===== config.mk =====
export PLATFORM = sky130hd
export DESIGN_NAME = msi_cache_ctrl
export DESIGN_NICKNAME = d
export VERILOG_FILES = /design/src/rtl/msi_pkg.sv /design/src/rtl/msi_line_store.sv /design/src/rtl/msi_snoop_unit.sv /design/src/rtl/msi_proc_ctrl.sv /design/src/rtl/msi_cache_ctrl.sv
export SDC_FILE = /design/constraint.sdc
export NUM_CORES = 1
export LEC_CHECK = 0
export BUFFER_PORTS_ARGS = -buffer_cell sky130_fd_sc_hd__buf_2
export CELL_PAD_IN_SITES_DETAIL_PLACEMENT = 1
export CELL_PAD_IN_SITES_GLOBAL_PLACEMENT = 1
export CORE_ASPECT_RATIO = 0.8
export CORE_MARGIN = 5
export CORE_UTILIZATION = 50
export DETAILED_ROUTE_END_ITERATION = 8
export PLACE_DENSITY_LB_ADDON = 0.12
export SYNTH_ARGS = -nofsm -noshare
export SYNTH_HDL_FRONTEND = slang
export SYNTH_SLANG_ARGS = --single-unit

===== constraint.sdc =====
create_clock -name clk -period 8.4 [get_ports clk]
set_input_delay 1.68 -clock clk [delete_from_list [all_inputs] [get_ports clk]]
set_output_delay 1.68 -clock clk [all_outputs]
set_load 0.1 [all_outputs]

===== src/rtl/msi_pkg.sv =====
package msi_pkg;
  typedef enum logic [1:0] {
    LS_I = 2'd0,
    LS_S = 2'd1,
    LS_M = 2'd2
  } line_st_t;

  typedef enum logic [1:0] {
    BC_NONE = 2'd0,
    BC_RD   = 2'd1,
    BC_RDX  = 2'd2,
    BC_WB   = 2'd3
  } bus_cmd_t;

  typedef enum logic [1:0] {
    CS_IDLE = 2'd0,
    CS_WB   = 2'd1,
    CS_FILL = 2'd2
  } ctl_st_t;
endpackage


===== src/rtl/msi_line_store.sv =====
module msi_line_store
  import msi_pkg::*;
#(
  parameter int ADDR_W = 8,
  parameter int IDX_W  = 2,
  parameter int DATA_W = 16
) (
  input  logic              clk,
  input  logic              rst,
  input  logic [IDX_W-1:0]  pa_idx,
  output logic [ADDR_W-IDX_W-1:0] pa_tag,
  output logic [DATA_W-1:0] pa_data,
  output line_st_t          pa_st,
  input  logic [IDX_W-1:0]  sb_idx,
  output logic [ADDR_W-IDX_W-1:0] sb_tag,
  output logic [DATA_W-1:0] sb_data,
  output line_st_t          sb_st,
  input  logic              pw_en,
  input  logic [IDX_W-1:0]  pw_idx,
  input  logic [ADDR_W-IDX_W-1:0] pw_tag,
  input  logic [DATA_W-1:0] pw_data,
  input  line_st_t          pw_st,
  input  logic              sw_en,
  input  logic [IDX_W-1:0]  sw_idx,
  input  line_st_t          sw_st
);
  localparam int TAG_W = ADDR_W - IDX_W;
  localparam int LINES = 1 << IDX_W;

  logic [TAG_W-1:0]  tag_mem  [LINES];
  logic [DATA_W-1:0] data_mem [LINES];
  line_st_t          st_q     [LINES];

  // tag and data: plain single write port, no reset
  always_ff @(posedge clk) begin
    if (pw_en) begin
      tag_mem[pw_idx]  <= pw_tag;
      data_mem[pw_idx] <= pw_data;
    end
  end

  // state: processor-side write lands last and therefore wins
  always_ff @(posedge clk) begin
    if (rst) begin
      for (int i = 0; i < LINES; i++) st_q[i] <= LS_I;
    end else begin
      if (sw_en) st_q[sw_idx] <= sw_st;
      if (pw_en) st_q[pw_idx] <= pw_st;
    end
  end

  assign pa_tag  = tag_mem[pa_idx];
  assign pa_data = data_mem[pa_idx];
  assign pa_st   = st_q[pa_idx];
  assign sb_tag  = tag_mem[sb_idx];
  assign sb_data = data_mem[sb_idx];
  assign sb_st   = st_q[sb_idx];

  // leaving reset, every line looked up is Invalid
  p_reset_invalid_r1: assert property (@(posedge clk) disable iff (rst)
    $fell(rst) |-> (pa_st == LS_I && sb_st == LS_I));
endmodule


===== src/rtl/msi_snoop_unit.sv =====
module msi_snoop_unit
  import msi_pkg::*;
#(
  parameter int ADDR_W = 8,
  parameter int IDX_W  = 2,
  parameter int DATA_W = 16
) (
  input  logic              clk,
  input  logic              rst,
  input  logic              snp_valid,
  input  logic              snp_excl,
  input  logic [ADDR_W-1:0] snp_addr,
  output logic [IDX_W-1:0]  look_idx,
  input  logic [ADDR_W-IDX_W-1:0] line_tag,
  input  logic [DATA_W-1:0] line_data,
  input  line_st_t          line_st,
  output logic              st_we,
  output line_st_t          st_new,
  output logic              snp_flush,
  output logic [DATA_W-1:0] snp_data
);
  logic match;
  logic flush_d;

  assign look_idx = snp_addr[IDX_W-1:0];
  assign match    = snp_valid && (line_st != LS_I) &&
                    (line_tag == snp_addr[ADDR_W-1:IDX_W]);
  assign flush_d  = match && (line_st == LS_M);
  assign st_we    = match && ((line_st == LS_M) || snp_excl);
  assign st_new   = snp_excl ? LS_I : LS_S;

  always_ff @(posedge clk) begin
    if (rst) begin
      snp_flush <= 1'b0;
      snp_data  <= '0;
    end else begin
      snp_flush <= flush_d;
      snp_data  <= flush_d ? line_data : '0;
    end
  end

  // a flush only ever answers a snoop seen the cycle before
  p_flush_answers_snoop_r9: assert property (@(posedge clk) disable iff (rst)
    snp_flush |-> $past(snp_valid));
endmodule


===== src/rtl/msi_proc_ctrl.sv =====
module msi_proc_ctrl
  import msi_pkg::*;
#(
  parameter int ADDR_W = 8,
  parameter int IDX_W  = 2,
  parameter int DATA_W = 16
) (
  input  logic              clk,
  input  logic              rst,
  input  logic              pr_valid,
  input  logic              pr_write,
  input  logic [ADDR_W-1:0] pr_addr,
  input  logic [DATA_W-1:0] pr_wdata,
  input  logic              snp_valid,
  input  logic              bus_ack,
  input  logic [DATA_W-1:0] bus_rdata,
  output logic [IDX_W-1:0]  look_idx,
  input  logic [ADDR_W-IDX_W-1:0] line_tag,
  input  logic [DATA_W-1:0] line_data,
  input  line_st_t          line_st,
  output logic              pw_en,
  output logic [IDX_W-1:0]  pw_idx,
  output logic [ADDR_W-IDX_W-1:0] pw_tag,
  output logic [DATA_W-1:0] pw_data,
  output line_st_t          pw_st,
  output logic              pr_done,
  output logic [DATA_W-1:0] pr_rdata,
  output logic              bus_req_valid,
  output bus_cmd_t          bus_req_cmd,
  output logic [ADDR_W-1:0] bus_req_addr,
  output logic [DATA_W-1:0] bus_req_data
);
  localparam int TAG_W = ADDR_W - IDX_W;

  ctl_st_t           cs;
  logic [ADDR_W-1:0] lat_addr;
  logic              lat_write;
  logic [DATA_W-1:0] lat_wdata;

  logic [TAG_W-1:0]  req_tag;
  logic              tag_hit, go, local_ok, need_wb, fill;

  assign look_idx = pr_addr[IDX_W-1:0];
  assign req_tag  = pr_addr[ADDR_W-1:IDX_W];
  assign tag_hit  = (line_st != LS_I) && (line_tag == req_tag);
  assign go       = (cs == CS_IDLE) && pr_valid && !snp_valid;
  assign local_ok = tag_hit && (!pr_write || line_st == LS_M);
  assign need_wb  = !tag_hit && (line_st == LS_M);
  assign fill     = (cs == CS_FILL) && bus_ack;

  always_comb begin
    pw_en   = fill || (go && local_ok && pr_write);
    pw_idx  = fill ? lat_addr[IDX_W-1:0] : look_idx;
    pw_tag  = fill ? lat_addr[ADDR_W-1:IDX_W] : req_tag;
    pw_data = pr_wdata;
    pw_st   = LS_M;
    if (fill) begin
      pw_data = lat_write ? lat_wdata : bus_rdata;
      pw_st   = lat_write ? LS_M : LS_S;
    end
  end

  always_ff @(posedge clk) begin
    if (rst) begin
      cs            <= CS_IDLE;
      lat_addr      <= '0;
      lat_write     <= 1'b0;
      lat_wdata     <= '0;
      pr_done       <= 1'b0;
      pr_rdata      <= '0;
      bus_req_valid <= 1'b0;
      bus_req_cmd   <= BC_NONE;
      bus_req_addr  <= '0;
      bus_req_data  <= '0;
    end else begin
      pr_done <= 1'b0;
      case (cs)
        CS_IDLE: begin
          if (go) begin
            if (local_ok) begin
              pr_done  <= 1'b1;
              pr_rdata <= pr_write ? pr_wdata : line_data;
            end else begin
              lat_addr      <= pr_addr;
              lat_write     <= pr_write;
              lat_wdata     <= pr_wdata;
              bus_req_valid <= 1'b1;
              if (need_wb) begin
                bus_req_cmd  <= BC_WB;
                bus_req_addr <= {line_tag, look_idx};
                bus_req_data <= line_data;
                cs           <= CS_WB;
              end else begin
                bus_req_cmd  <= pr_write ? BC_RDX : BC_RD;
                bus_req_addr <= pr_addr;
                cs           <= CS_FILL;
              end
            end
          end
        end
        CS_WB: begin
          if (bus_ack) begin
            bus_req_cmd  <= lat_write ? BC_RDX : BC_RD;
            bus_req_addr <= lat_addr;
            cs           <= CS_FILL;
          end
        end
        CS_FILL: begin
          if (bus_ack) begin
            bus_req_valid <= 1'b0;
            bus_req_cmd   <= BC_NONE;
            pr_done       <= 1'b1;
            pr_rdata      <= pw_data;
            cs            <= CS_IDLE;
          end
        end
        default: cs <= CS_IDLE;
      endcase
    end
  end

  // a request waits unchanged for its acknowledge
  p_req_hold_r12: assert property (@(posedge clk) disable iff (rst)
    (bus_req_valid && !bus_ack) |=>
      (bus_req_valid && $stable(bus_req_cmd) && $stable(bus_req_addr)));

  // an acknowledged writeback is followed by the fetch of the new line
  p_wb_then_fetch_r8: assert property (@(posedge clk) disable iff (rst)
    (bus_req_valid && bus_ack && bus_req_cmd == BC_WB) |=>
      (bus_req_valid && bus_req_cmd != BC_WB));

  // completion never coincides with an open bus request
  p_done_quiet_r4: assert property (@(posedge clk) disable iff (rst)
    pr_done |-> !bus_req_valid);

  // an idle-cycle snoop holds off the processor side for that cycle
  p_snoop_first_r10: assert property (@(posedge clk) disable iff (rst)
    (cs == CS_IDLE && snp_valid) |=> (!pr_done && !bus_req_valid));
endmodule


===== src/rtl/msi_cache_ctrl.sv =====
module msi_cache_ctrl
  import msi_pkg::*;
#(
  parameter int ADDR_W = 8,
  parameter int IDX_W  = 2,
  parameter int DATA_W = 16
) (
  input  logic              clk,
  input  logic              rst,
  input  logic              pr_valid,
  input  logic              pr_write,
  input  logic [ADDR_W-1:0] pr_addr,
  input  logic [DATA_W-1:0] pr_wdata,
  output logic              pr_done,
  output logic [DATA_W-1:0] pr_rdata,
  output logic              bus_req_valid,
  output logic [1:0]        bus_req_cmd,
  output logic [ADDR_W-1:0] bus_req_addr,
  output logic [DATA_W-1:0] bus_req_data,
  input  logic              bus_ack,
  input  logic [DATA_W-1:0] bus_rdata,
  input  logic              snp_valid,
  input  logic              snp_excl,
  input  logic [ADDR_W-1:0] snp_addr,
  output logic              snp_flush,
  output logic [DATA_W-1:0] snp_data
);
  localparam int TAG_W = ADDR_W - IDX_W;

  logic [IDX_W-1:0]  pa_idx, sb_idx, pw_idx;
  logic [TAG_W-1:0]  pa_tag, sb_tag, pw_tag;
  logic [DATA_W-1:0] pa_data, sb_data, pw_data;
  line_st_t          pa_st, sb_st, pw_st, sw_st;
  logic              pw_en, sw_en;
  bus_cmd_t          cmd_e;

  msi_line_store #(.ADDR_W(ADDR_W), .IDX_W(IDX_W), .DATA_W(DATA_W)) u_store (
    .clk(clk), .rst(rst),
    .pa_idx(pa_idx), .pa_tag(pa_tag), .pa_data(pa_data), .pa_st(pa_st),
    .sb_idx(sb_idx), .sb_tag(sb_tag), .sb_data(sb_data), .sb_st(sb_st),
    .pw_en(pw_en), .pw_idx(pw_idx), .pw_tag(pw_tag), .pw_data(pw_data), .pw_st(pw_st),
    .sw_en(sw_en), .sw_idx(sb_idx), .sw_st(sw_st)
  );

  msi_snoop_unit #(.ADDR_W(ADDR_W), .IDX_W(IDX_W), .DATA_W(DATA_W)) u_snoop (
    .clk(clk), .rst(rst),
    .snp_valid(snp_valid), .snp_excl(snp_excl), .snp_addr(snp_addr),
    .look_idx(sb_idx), .line_tag(sb_tag), .line_data(sb_data), .line_st(sb_st),
    .st_we(sw_en), .st_new(sw_st),
    .snp_flush(snp_flush), .snp_data(snp_data)
  );

  msi_proc_ctrl #(.ADDR_W(ADDR_W), .IDX_W(IDX_W), .DATA_W(DATA_W)) u_proc (
    .clk(clk), .rst(rst),
    .pr_valid(pr_valid), .pr_write(pr_write), .pr_addr(pr_addr), .pr_wdata(pr_wdata),
    .snp_valid(snp_valid), .bus_ack(bus_ack), .bus_rdata(bus_rdata),
    .look_idx(pa_idx), .line_tag(pa_tag), .line_data(pa_data), .line_st(pa_st),
    .pw_en(pw_en), .pw_idx(pw_idx), .pw_tag(pw_tag), .pw_data(pw_data), .pw_st(pw_st),
    .pr_done(pr_done), .pr_rdata(pr_rdata),
    .bus_req_valid(bus_req_valid), .bus_req_cmd(cmd_e),
    .bus_req_addr(bus_req_addr), .bus_req_data(bus_req_data)
  );

  assign bus_req_cmd = cmd_e;
endmodule


==> flow_metrics.tcl <==
set metrics [dict create \
    cts_buffer_depth 2 \
    diodes 0 \
    powerDensity_nw_per_um2 239.8 \
    grt_pass1_wl_mm 39.52 \
    timing.slew.headroom_pct 13.53 \
    io_pins 116 \
    ctsHtreeMaxLevel 4 \
    ys_types 55 \
    overflow 0 \
    start_util_pct 50.26 \
    maxSlewViolCount 0 \
    drt_first_iter_violations 587 \
    postSynth.asyncResetShare_pct 0 \
    cts-root-buf "clkbuf_16" \
    setup_violations 0 \
    dp_hpwl_mm 18.11 \
    grt_antenna_before_repair 1 \
    max_cap_violations 0 \
    cts.sinks 184 \
    yosys.area.top_type "edfxtp_1" \
    layout_commonest_cell "nand2_1" \
    routed_via_density 5.976 \
    netlist_instances 726 \
    cts_resized 0 \
    die_y_um 127.5 \
    gp_congestion 0.8959 \
    skew_ns 0.01107 \
    timing.setup.tns_ns 0 \
    drc_errors 0 \
    ys_seq_area_share_pct 53.84 \
    ys_top_cells_by_area "edfxtp_1 33%, dfxtp_1 20%, mux4_2 12%" \
    worst_setup_path_end_kind "register" \
    die_w_um 156.9 \
    grt_pass1_vias 6646 \
    wl_mm 25.70 \
    path_clk_slew_ns 0.08 \
    synth_top_area_share_pct 33.42 \
    finalWorstPathRequiredPeriod_ns 5.373 \
    synth_nets 784 \
    post_cts_buffers 0 \
    rows 43 \
    core-area_um2 17160 \
    rsz0062_at_grt "no" \
    portBuffers 115 \
    p_leak_nw 3.865 \
    outcome "completed" \
    cp_data_arrival_time_ns 5.56 \
    synth_flop_cell "edfxtp_1" \
    drt_pass1_iterations 5 \
    track_usage_pct 26.39 \
    fin_area_um2 9887 \
    nNetsFinal 876 \
    ant_nets 0 \
    placed_cell_area_um2 9278 \
    tightest_slew_ns 1.294 \
    cp_data_required_time_ns 8.59 \
    avgRoutedWirePerCell_um 24.33 \
    layout_common_cells "136 x nand2_1, 115 x buf_2, 96 x edfxtp_1" \
    worst_hold_slack_ns 0.4541 \
    ctsHoldBuffers 0 \
    fmax_mhz 186.1 \
    fin_ws_ns 3.027 \
    grt_max_degree 78 \
    drive_gt1_share_pct 26.71 \
    numCtsBuffers 17 \
    critPathMaxFanout 29 \
    ys_ff_latch 184 \
    ir_worst_vdd_v 0.0002202 \
    cp-start-kind "input port" \
    cts_tree "done" \
    synthesis.area_um2 8626 \
    crit_type "input port to register" \
    avgSynthCellArea_um2 11.88 \
    finalCritPeriodShare_pct 63.96 \
    hold_viol 0 \
    dp_slack_ns 2.526 \
    yosysWarnings 0 \
    synth_edf_count 96 \
    p_total_w 0.002370 \
    vias 6311 \
    syn2layout_area_growth_pct 14.62 \
    clock_latency_ns 0.43 \
    hp-class "register to register" \
    dieArea_um2 20000 \
]
==> layout make-up <==
class / instances / area (µm²)
fillers: 1821 / 7276
repair buffers: 122 / 628.1
well taps: 225 / 281.5
clock buffers: 18 / 450.4
flip-flops and latches: 184 / 4644
multi-input cells: 481 / 3679
inverters: 12 / 45.04
clock inverters: 14 / 158.9
==> Yosys cell counts (all sizes together) (2+ instances only) <==
cell	number
nand2	136
edfxtp	96
dfxtp	88
mux2i	67
a21oi	49
mux4	45
o21ai	45
nor2	37
clkbuf	29
nor2b	21
buf	20
nand3	11
inv	10
xor2	9
mux2	6
xnor2	6
nand4	5
a311o	4
o41ai	4
ha	3
nor3	3
or4	3
a211oi	2
and2	2
clkinv	2
nand3b	2
o221ai	2
or2	2
==> power by group <==
part	switching [W]	total (W)	internal, W
combinational	0.000361	0.000499	0.000138
sequential	0.0000250	0.00103	0.00101
clock	0.000373	0.000837	0.000465
==> layer usage <==
layer	vias up	GRT usage (%)	part of all wire, %
met5	-	0	0
met4	0	6.122	1.2
met3	29	7.213	8.3
met2	241	38.60	44
met1	3214	39.47	46
li1	2827	-	-
==> critical path: stages <==
cell and delay [ns]:
buf_2 0.70, mux4_2 0.63, nor2b_1 0.55, o21ai_2 0.23
a2111o_1 0.37, nand2_1 0.95, nor3_1 0.15, a31o_2 0.27
==> sequential cells by signal (all words and copies together), names as in the netlist, 8 cells and up <==
signal / count
u_proc.bus_req_addr: 8
u_proc.bus_req_data: 16
u_store.data_mem: 64
u_proc.lat_wdata: 16
u_store.tag_mem: 24
u_proc.pr_rdata: 16
u_snoop.snp_data: 16
u_proc.lat_addr: 8
u_store.st_q: 8
==> kinds of logic (layout without fill, tap and decap cells) <==
kind of cell / after synthesis / after routing / synth area share (%)
AO/OA/AOI/OAI: 118 / 118 / 8.616
XOR/XNOR: 15 / 15 / 1.697
buffers and inverters: 61 / 166 / 3.670
AND/OR/NAND/NOR: 227 / 227 / 11.43
flip-flops: 184 / 184 / 53.84
multiplexers: 118 / 118 / 20.31
adder cells (fa/ha/maj): 3 / 3 / 0.4352
==> worst paths after layout <==
path | from | endpoint | slack [ns] | cells past startpoint
worst min register to register | u_proc.lat_wdata[9] | u_proc.lat_wdata[9] | 0.45 | 2
worst max-delay path | pr_addr[0] | u_store.st_q[3][0] | 3.03 | 8
worst max register to register | u_store.st_q[1][0] | u_store.st_q[3][0] | 4.65 | 7
worst min-delay path | u_proc.lat_wdata[9] | u_proc.lat_wdata[9] | 0.45 | 2
==> stage by stage <==
step / instances / utilization [%]
after detailed placement: 1024 / 54.06
after CTS: 1056 / 57.61
after global routing: 1056 / 57.61
after floorplan: 726 / -
final: 1056 / 57.61
after global placement: 1024 / 54.06
Power figures use the tool's default switching activity.
